`config.mk`:
```
export PLATFORM = sky130hd
export DESIGN_NAME = seg_addr_gen
export DESIGN_NICKNAME = d
export VERILOG_FILES = /design/src/rtl/seg_addr_pkg.sv /design/src/rtl/seg_base_adder.sv /design/src/rtl/seg_fault_check.sv /design/src/rtl/seg_addr_gen.sv
export SDC_FILE = /design/constraint.sdc
export NUM_CORES = 1
export LEC_CHECK = 0
export BUFFER_PORTS_ARGS = -buffer_cell sky130_fd_sc_hd__clkbuf_2
export CELL_PAD_IN_SITES_DETAIL_PLACEMENT = 1
export CELL_PAD_IN_SITES_GLOBAL_PLACEMENT = 1
export CORE_MARGIN = 5
export CORE_UTILIZATION = 36
export CTS_CLUSTER_DIAMETER = 120
export CTS_CLUSTER_SIZE = 20
export DETAILED_ROUTE_END_ITERATION = 8
export PLACE_DENSITY = 0.75
export SLEW_MARGIN = 20
export SYNTH_ARGS = -nofsm -noshare
export SYNTH_HDL_FRONTEND = slang
export SYNTH_SLANG_ARGS = --single-unit
```
`constraint.sdc`:
```
create_clock -name clk -period 3.25 [get_ports clk]
set_input_delay 0.1625 -clock clk [delete_from_list [all_inputs] [get_ports clk]]
set_output_delay 0.1625 -clock clk [all_outputs]
set_load 0.02 [all_outputs]
```
`src/rtl/seg_addr_pkg.sv`:
```
// Package: shared fault vector type and codes for the segmented address generator.
// Assumes an 8-bit vector number field.
package seg_addr_pkg;
    typedef logic [7:0] vec_t;
    localparam vec_t VEC_NONE  = 8'd0;
    localparam vec_t VEC_STACK = 8'd12;
    localparam vec_t VEC_DATA  = 8'd13;
endpackage

```
`src/rtl/seg_base_adder.sv`:
```
// Module: seg_base_adder
// Shifts the segment value left by SHIFT bits, adds the zero-extended offset
// and keeps the carry in the top bit. When wrap_en is set, the top bit is
// cleared. Assumes OFS_W <= SEG_W + SHIFT.
module seg_base_adder #(
    parameter int SEG_W = 16,
    parameter int OFS_W = 16,
    parameter int SHIFT = 4,
    localparam int SUM_W = SEG_W + SHIFT + 1
) (
    input  logic [SEG_W-1:0] seg,
    input  logic [OFS_W-1:0] ofs,
    input  logic             wrap_en,
    output logic [SUM_W-1:0] sum
);
    logic [SUM_W-1:0] base_ext;
    logic [SUM_W-1:0] ofs_ext;
    logic [SUM_W-1:0] raw_sum;

    // Widen both operands to the full sum width.
    always_comb begin
        base_ext = {1'b0, seg, {SHIFT{1'b0}}};
        ofs_ext  = SUM_W'(ofs);
    end

    // Add with the carry kept, then drop the top bit if wrap is requested.
    always_comb begin
        raw_sum = base_ext + ofs_ext;
        sum     = raw_sum;
        if (wrap_en) begin
            sum[SUM_W-1] = 1'b0;
        end
    end
endmodule

```
`src/rtl/seg_fault_check.sv`:
```
// Module: seg_fault_check
// Checks the effective address against the segment limit (2**OFS_W - 1),
// both for the start offset and for the last byte of the operand. Picks the
// vector: stack accesses that are not fetches get the stack vector, all other
// faults get the data vector. Assumes EA_W >= OFS_W.
module seg_fault_check
    import seg_addr_pkg::*;
#(
    parameter int EA_W   = 32,
    parameter int OFS_W  = 16,
    parameter int SIZE_W = 3
) (
    input  logic [EA_W-1:0]   ea,
    input  logic [SIZE_W-1:0] op_size,
    input  logic              stack_acc,
    input  logic              fetch_seq,
    output logic              fault,
    output vec_t              vec
);
    localparam logic [EA_W:0] LIMIT = (EA_W+1)'((64'd1 << OFS_W) - 64'd1);

    logic [EA_W:0] nbytes;
    logic [EA_W:0] end_ofs;
    logic          over_start;
    logic          over_end;

    // Decode the operand size; unknown codes count as one byte.
    always_comb begin
        case (op_size)
            SIZE_W'(2): nbytes = (EA_W+1)'(2);
            SIZE_W'(4): nbytes = (EA_W+1)'(4);
            default:    nbytes = (EA_W+1)'(1);
        endcase
    end

    // Find the last byte offset one bit wider, so it cannot overflow.
    always_comb begin
        end_ofs    = {1'b0, ea} + nbytes - (EA_W+1)'(1);
        over_start = ({1'b0, ea} > LIMIT);
        over_end   = (end_ofs > LIMIT);
    end

    // Combine the range checks and select the vector by segment kind.
    always_comb begin
        fault = over_start | over_end;
        if (!fault) begin
            vec = VEC_NONE;
        end else if (stack_acc && !fetch_seq) begin
            vec = VEC_STACK;
        end else begin
            vec = VEC_DATA;
        end
    end
endmodule

```
`src/rtl/seg_addr_gen.sv`:
```
// Module: seg_addr_gen (top)
// Builds a linear address from the segment and the offset, and flags range and
// crossing faults. The output is zero while a fault is raised. With
// REG_OUT=1 the outputs pass through one register stage with synchronous
// active-low reset. With REG_OUT=0 they follow the inputs directly.
module seg_addr_gen
    import seg_addr_pkg::*;
#(
    parameter int SEG_W   = 16,
    parameter int EA_W    = 32,
    parameter int OFS_W   = 16,
    parameter int SHIFT   = 4,
    parameter int SIZE_W  = 3,
    parameter int LIN_W   = 32,
    parameter bit REG_OUT = 1'b1
) (
    input  logic              clk,
    input  logic              rst_n,
    input  logic [SEG_W-1:0]  seg_val,
    input  logic [EA_W-1:0]   eff_addr,
    input  logic [SIZE_W-1:0] op_size,
    input  logic              stack_acc,
    input  logic              fetch_seq,
    input  logic              wrap_en,
    output logic [LIN_W-1:0]  lin_addr,
    output logic              fault_vld,
    output logic [7:0]        fault_vec
);
    localparam int SUM_W = SEG_W + SHIFT + 1;

    logic [SUM_W-1:0] sum_c;
    logic             fault_c;
    vec_t             vec_c;
    logic [LIN_W-1:0] lin_c;

    seg_base_adder #(.SEG_W(SEG_W), .OFS_W(OFS_W), .SHIFT(SHIFT)) u_adder (
        .seg     (seg_val),
        .ofs     (eff_addr[OFS_W-1:0]),
        .wrap_en (wrap_en),
        .sum     (sum_c)
    );

    seg_fault_check #(.EA_W(EA_W), .OFS_W(OFS_W), .SIZE_W(SIZE_W)) u_check (
        .ea        (eff_addr),
        .op_size   (op_size),
        .stack_acc (stack_acc),
        .fetch_seq (fetch_seq),
        .fault     (fault_c),
        .vec       (vec_c)
    );

    // Drive a zero address on a fault, otherwise the zero-extended sum.
    always_comb begin
        lin_c = fault_c ? '0 : LIN_W'(sum_c);
    end

    generate
        if (REG_OUT) begin : g_reg
            // Output register stage, cleared by synchronous reset.
            always_ff @(posedge clk) begin
                if (!rst_n) begin
                    lin_addr  <= '0;
                    fault_vld <= 1'b0;
                    fault_vec <= VEC_NONE;
                end else begin
                    lin_addr  <= lin_c;
                    fault_vld <= fault_c;
                    fault_vec <= vec_c;
                end
            end

            // an out-of-range offset seen one edge earlier shows as a fault now.
            a_r3_range_fault: assert property (@(posedge clk) disable iff (!rst_n)
                ($past(rst_n) && ($past(eff_addr) > EA_W'((64'd1 << OFS_W) - 64'd1)))
                |-> (fault_vld && (lin_addr == '0)));

            // wrap enable seen one edge earlier leaves bit 20 clear.
            a_r8_wrap_clears_top: assert property (@(posedge clk) disable iff (!rst_n)
                ($past(rst_n) && $past(wrap_en)) |-> !lin_addr[SUM_W-1]);

            // a faulting fetch never carries the stack vector.
            a_r7_fetch_vector: assert property (@(posedge clk) disable iff (!rst_n)
                ($past(rst_n) && $past(fetch_seq) && fault_vld) |-> (fault_vec == VEC_DATA));
        end else begin : g_comb
            // Pass-through variant with no register stage.
            always_comb begin
                lin_addr  = lin_c;
                fault_vld = fault_c;
                fault_vec = vec_c;
            end
        end
    endgenerate

    // address bits above the 21-bit sum stay zero.
    a_r2_upper_zero: assert property (@(posedge clk) disable iff (!rst_n)
        (lin_addr >> SUM_W) == '0);

    // a fault suppresses the address, and no fault means vector zero.
    a_r6_fault_clears_addr: assert property (@(posedge clk) disable iff (!rst_n)
        fault_vld |-> (lin_addr == '0));
    a_r6_no_fault_no_vec: assert property (@(posedge clk) disable iff (!rst_n)
        !fault_vld |-> (fault_vec == VEC_NONE));

    // a raised fault only ever carries one of the two legal vectors.
    a_r5_vector_legal: assert property (@(posedge clk) disable iff (!rst_n)
        fault_vld |-> ((fault_vec == VEC_STACK) || (fault_vec == VEC_DATA)));
endmodule

```
==> impl_metrics.env, run 1 <==
export IMPL_crit_type="in2reg"
export IMPL_ys_seq_area_share_pct=12.5
export IMPL_io_pins=97
export IMPL_ys_seq_elements=24
export IMPL_dieArea_um2=12800
export IMPL_wl_um=15300
export IMPL_swShare_pct=41.9
export IMPL_cp_required_ns=3.47
export IMPL_drc=0
export IMPL_critPathMaxFanout=8
export IMPL_synth_top_family_by_area="compound AO/OA/AOI/OAI gates"
export IMPL_yosys_area_share_xor_xnor_pct=2.74
export IMPL_die_x_um=113
export IMPL_endpoint="lin_addr[16]"
export IMPL_area_growth_synth_to_final_pct=43.5
export IMPL_numClockSinks=24
export IMPL_p_comb_share_pct=61.0
export IMPL_synth_area_um2=3840
export IMPL_track_usage_pct=22.4
export IMPL_finish_utilization_pct=53.1
export IMPL_final_cells=821
export IMPL_async_flop_share_pct=0
export IMPL_n_antenna_cell=0
export IMPL_cp_start_kind="input pin"
export IMPL_whs_path_depth=3
export IMPL_fin_crit_ns=3.39
export IMPL_ant_nets=0
export IMPL_cts_tree="yes"
export IMPL_drive_above_1_share_pct=36.6
export IMPL_ir_worst_vdd_uv=162
export IMPL_nFillCells=1306
export IMPL_p_int_uw=842
export IMPL_power_total_mw=1.45
export IMPL_synth_mux_area_share_pct=0.815
export IMPL_cp_startpoint="op_size[1]"
export IMPL_hold_violations=0
export IMPL_hpwl_um=12300
export IMPL_cts_buffers=3
export IMPL_maxCapViolations=0
export IMPL_layout_common_cells="94 x buf_4, 77 x clkbuf_2, 57 x ha_1"
export IMPL_numPortBuffers=80
export IMPL_synth_compound_area_share_pct=27.8
export IMPL_finalCritPeriodShare_pct=104
export IMPL_clock_root_buffer="clkbuf_8"
export IMPL_tightest_slew_ns=0.657
export IMPL_synth_edff_count=0
export IMPL_synth_fa_ha_area_share_pct=21.3
export IMPL_fin_ws_ns=-0.142
export IMPL_wl_per_cell_um=18.7
export IMPL_status="finished with violations"
export IMPL_htreeDepth=1
export IMPL_grt_first_pass_wirelength_um=23600
export IMPL_tns_ns=-1.31
export IMPL_grt_ovfl_total=0
export IMPL_min_path_type="in2reg"
export IMPL_final_common_cell="buf_4"
export IMPL_powerDensity_nw_per_um2=263
export IMPL_first_iter_violations=216
export IMPL_switchingPower_uw=607
export IMPL_crit_arrival_ns=3.61
export IMPL_rsz0062_at_grt="true"
export IMPL_power_leakage_nw=2.61
export IMPL_num_vias=4496
export IMPL_critPathCaptureType="flop"
export IMPL_coreArea_um2=10400
export IMPL_fmax_ghz=0.295
export IMPL_synth_cells=515
export IMPL_synth_simple_area_share_pct=24.2
export IMPL_placementRows=37
export IMPL_start_util_pct=37.0
export IMPL_finalWeightedCongestion=0.956
export IMPL_clockBufferDepth=2
export IMPL_nets=806
export IMPL_grt_pass1_vias=4717
export IMPL_violations="negative setup slack"
export IMPL_yosysUniqueCellTypes=68
export IMPL_clk_pin_slew_worst_paths_ns=0.10
export IMPL_drt_first_pass_iters=4
export IMPL_antenna_found_initial=0
export IMPL_finalMaxSlewViolations=0
export IMPL_synth_main_ff_cell="dfxtp_1"
export IMPL_die_y_um=113
export IMPL_seq_power_share_pct=20.5
export IMPL_whs_ns=0.163
export IMPL_max_slew_margin_pct=56.1
export IMPL_finalSetupViolations=15
export IMPL_avgSynthCellArea_um2=7.45
export IMPL_synth_warnings=0
export IMPL_p_clk_share_pct=18.5
export IMPL_grt_max_degree=15
export IMPL_viasPerCell=5.48
export IMPL_cts_hold_buffers_added=0
export IMPL_dpl_cell_count=801
==> worst min path at each step <==
stage,startpoint,end,slack [ns]
2_1_floorplan,rst_n,fault_vec[2],0.28
3_3_place_gp,seg_val[15],lin_addr[20],0.44
3_5_place_dp,seg_val[15],lin_addr[20],0.42
4_1_cts,seg_val[15],lin_addr[20],0.13
5_1_grt,seg_val[15],lin_addr[20],0.17
6_report,seg_val[14],lin_addr[18],0.16
==> worst max-delay path, stage by stage <==
cell and delay [ns]:
buf_8 0.10, nor2_4 0.10, nand2_2 0.09, nand2_1 0.08, ha_2 0.17, inv_2 0.04
ha_4 0.16, fa_2 0.37, a211oi_4 0.28, o21ai_2 0.11, buf_4 0.15, nand4_1 0.11
o22a_1 0.18, o2111ai_2 0.10, or4_4 0.52, nor4_4 0.15, nand4_1 0.23, buf_6 0.22
buf_8 0.15, nor2_1 0.13
==> power by group through the flow <==
stage,Clock (mW),Sequential [mW],Combinational (mW)
CTS,0.274,0.297,0.797
floorplan,0,0.306,0.469
detailed placement,0,0.304,0.766
finish,0.268,0.297,0.884
global route,0.286,0.297,0.960
global placement,0,0.303,0.746
==> synthesized netlist by cell type (all sizes together) (2+ instances only) <==
master | n | share of area [%]
nor3b | 4 | 0.78
clkbuf | 6 | 0.59
inv | 58 | 5.7
and4 | 2 | 0.46
and3 | 4 | 0.65
buf | 23 | 4.3
o211ai | 13 | 2.5
o31ai | 6 | 1.2
o41ai | 2 | 0.95
ha | 62 | 20
and2 | 5 | 0.82
o21ai | 24 | 3.1
nor2b | 9 | 1.5
o211a | 2 | 0.52
nand2 | 21 | 2.1
o22ai | 3 | 0.49
a2111oi | 7 | 2.3
a31oi | 8 | 1.5
xnor2 | 8 | 1.8
or4 | 3 | 0.68
dfxtp | 24 | 13
or3 | 5 | 0.82
o21a | 6 | 1.2
nor3 | 16 | 2.6
nor4 | 8 | 1.5
o31a | 3 | 0.69
nor2 | 51 | 5.0
a211oi | 7 | 1.4
nand3 | 11 | 1.4
o2bb2ai | 2 | 0.46
o2111ai | 6 | 1.4
fa | 2 | 1.0
nor4bb | 2 | 0.52
nand4 | 10 | 1.6
a21o | 5 | 0.98
o221ai | 2 | 0.46
a211o | 2 | 0.46
or2 | 6 | 0.98
xor2 | 4 | 0.91
a21oi | 41 | 5.3
nand2b | 12 | 2.0
o2111a | 2 | 0.59
mux2i | 2 | 0.52
==> through the flow <==
| step | instance area [um2] | worst slack, ns |
|---|---|---|
| 5_1_grt | 5510 | -0.236 |
| 4_1_cts | 5180 | -0.0451 |
| 3_3_place_gp | 4920 | -0.212 |
| 3_5_place_dp | 4920 | -0.435 |
| 2_1_floorplan | 3900 | 0.0305 |
| 6_report | 5510 | -0.142 |
==> state kept, by name, summed over array words and instances (netlist names) <==
name	count
lin_addr	21
fault_vec	2
fault_vld	1
==> cell families (layout without fill, tap and decap cells) <==
| group | Yosys count | in the layout |
|---|---|---|
| mux | 3 | 3 |
| xor+xnor | 12 | 12 |
| fa+ha+maj | 64 | 64 |
| other cells | 1 | 16 |
| buf+inv | 87 | 242 |
| flops | 24 | 24 |
| compound gates | 151 | 151 |
| simple gates | 173 | 173 |
==> layer usage <==
metal / up-vias / wire length (um) / track usage [%]
met2: 111 / 7690 / 40.0
met3: 19 / 684 / 1.50
met5: - / 0 / 0
li1: 2187 / - / -
met1: 2179 / 6730 / 29.5
met4: 0 / 242 / 4.57
==> area by class of cell <==
class	count	area (um2)	area share (%)
tap	136	170	3.09
timing repair buffer	180	1200	21.9
multi-input combinational	419	3360	61.1
clock inverter	1	30.0	0.545
inverter	58	218	3.95
clock buffer	3	41.3	0.750
sequential	24	480	8.73
==> repair_timing <==
action	in CTS	in global routing
pin swaps	19	35
resized for setup	26	62
gates cloned	1	0
buffers inserted	10	8
endpoints found under the setup margin	18	24
No activity file was read; power rests on OpenSTA's default activity.
==> inputs of run 2 (changes only) <==
--- a/config.mk
+++ b/config.mk
@@ -14,6 +14,7 @@
 export CTS_CLUSTER_SIZE = 20
 export DETAILED_ROUTE_END_ITERATION = 8
 export PLACE_DENSITY = 0.75
+export SKIP_LAST_GASP = 1
 export SLEW_MARGIN = 20
 export SYNTH_ARGS = -nofsm -noshare
 export SYNTH_HDL_FRONTEND = slang
==> impl_metrics.env, run 2 (same netlist as run 1, synthesis figures left out) <==
export IMPL_nFillCells=1310
export IMPL_rsz0062_at_grt="true"
export IMPL_max_slew_margin_pct=56.9
export IMPL_fin_crit_ns=3.39
export IMPL_largest_register="lin_addr"
export IMPL_die_x_um=113
export IMPL_ir_worst_vdd_uv=160
export IMPL_drt_first_pass_iters=5
export IMPL_powerDensity_nw_per_um2=263
export IMPL_crit_type="in2reg"
export IMPL_final_cell_area_um2=5490
export IMPL_viasPerCell=5.52
export IMPL_dpl_cell_count=801
export IMPL_io_pins=97
export IMPL_htreeDepth=1
export IMPL_top_regs="lin_addr (21), fault_vec (2), fault_vld (1)"
export IMPL_grt_ovfl_total=0
export IMPL_first_iter_violations=219
export IMPL_crit_arrival_ns=3.60
export IMPL_hold_violations=0
export IMPL_cts_hold_buffers_added=0
export IMPL_drc=0
export IMPL_tightest_slew_ns=0.645
export IMPL_start_util_pct=37.0
export IMPL_clock_root_buffer="clkbuf_8"
export IMPL_layout_common_cells="94 x buf_4, 77 x clkbuf_2, 57 x ha_1"
export IMPL_dieArea_um2=12800
export IMPL_coreArea_um2=10400
export IMPL_cp_required_ns=3.47
export IMPL_grt_max_degree=15
export IMPL_maxCapViolations=0
export IMPL_finalMaxSlewViolations=0
export IMPL_track_usage_pct=22.4
export IMPL_antenna_found_initial=0
export IMPL_die_y_um=113
export IMPL_finalCritPeriodShare_pct=104
export IMPL_finalWeightedCongestion=0.956
export IMPL_cp_start_kind="input pin"
export IMPL_clockBufferDepth=2
export IMPL_power_leakage_nw=2.60
export IMPL_grt_first_pass_wirelength_um=23600
export IMPL_area_growth_synth_to_final_pct=43.2
export IMPL_cts_buffers=3
export IMPL_status="finished with violations"
export IMPL_finalSetupViolations=15
export IMPL_violations="negative setup slack"
export IMPL_numClockSinks=24
export IMPL_fin_ws_ns=-0.136
export IMPL_n_antenna_cell=0
export IMPL_largest_reg_flops=21
export IMPL_numPortBuffers=80
export IMPL_min_path_type="in2reg"
export IMPL_cts_tree="yes"
export IMPL_final_common_cell="buf_4"
export IMPL_drive_above_1_share_pct=36.5
export IMPL_grt_pass1_vias=4717
export IMPL_placementRows=37
export IMPL_wl_per_cell_um=18.6
export IMPL_wl_um=15300
export IMPL_fmax_ghz=0.295
export IMPL_num_vias=4533
export IMPL_clk_pin_slew_worst_paths_ns=0.10
export IMPL_critPathMaxFanout=8
export IMPL_hpwl_um=12300
export IMPL_placed_area_um2=4920
export IMPL_nets=806
export IMPL_critPathCaptureType="flop"
export IMPL_final_cells=821
export IMPL_ant_nets=0
==> run 2: final cells by class <==
class,instances,area (um2),share of cell area [%]
clock buffer,3,41.3,0.752
clock inverter,1,30.0,0.547
inverter,58,218,3.96
sequential,24,480,8.75
multi-input combinational,419,3350,61.0
tap,136,170,3.10
timing repair buffer,180,1200,21.9
==> run 2: report_power, final <==
part,leakage [nW],internal [mW],switching [mW],total (mW)
Combinational,2.37,0.380,0.500,0.880
Sequential,0.194,0.296,0.000619,0.297
Clock,0.0357,0.165,0.104,0.269
Total,2.60,0.841,0.604,1.45
==> run 2: worst paths after layout <==
| path | from | endpoint | slack (ns) | cells past startpoint |
|---|---|---|---|---|
| worst max-delay path | op_size[1] | lin_addr[16] | -0.14 | 20 |
| worst min-delay path | seg_val[14] | lin_addr[18] | 0.16 | 3 |
==> run 2: timing repair <==
action	CTS	global route
gates cloned	1	0
resized for setup	25	61
pin swaps	19	35
hold endpoints to repair	0	0
setup buffers	10	8
setup endpoints to repair	18	24
==> run 2: metal layers <==
layer  track usage [%]  vias to the layer above  share of wire (%)
met5                 0                        -                  0
met4              4.57                        0                1.5
met3              1.50                       20                4.6
met2              40.0                      125                 50
met1              29.5                     2197                 44
li1                  -                     2191                  -
==> run 2: critical path, stage by stage <==
cell	delay, ns
buf_8	0.10
nor2_4	0.10
nand2_2	0.09
nand2_1	0.09
ha_2	0.17
inv_2	0.05
ha_4	0.16
fa_2	0.37
a211oi_4	0.28
o21ai_2	0.11
buf_4	0.15
nand4_1	0.12
o22a_1	0.19
o2111ai_2	0.11
or4_4	0.51
nor4_4	0.14
nand4_1	0.21
buf_6	0.21
buf_8	0.15
nor2_1	0.13
==> run 2: through the flow <==
stage / power, mW / utilization, % / TNS, ns / setup WS [ns] / hold WS (ns)
5_1_grt: 1.54 / 53.0 / -4.72 / -0.285 / 0.170
3_5_place_dp: 1.07 / 47.4 / -7.27 / -0.435 / 0.424
2_1_floorplan: 0.775 / - / 0 / 0.0305 / 0.284
6_report: 1.45 / 53.0 / -1.21 / -0.136 / 0.164
4_1_cts: 1.37 / 50.0 / -0.0556 / -0.0451 / 0.133
3_3_place_gp: 1.05 / 47.4 / -3.58 / -0.212 / 0.438
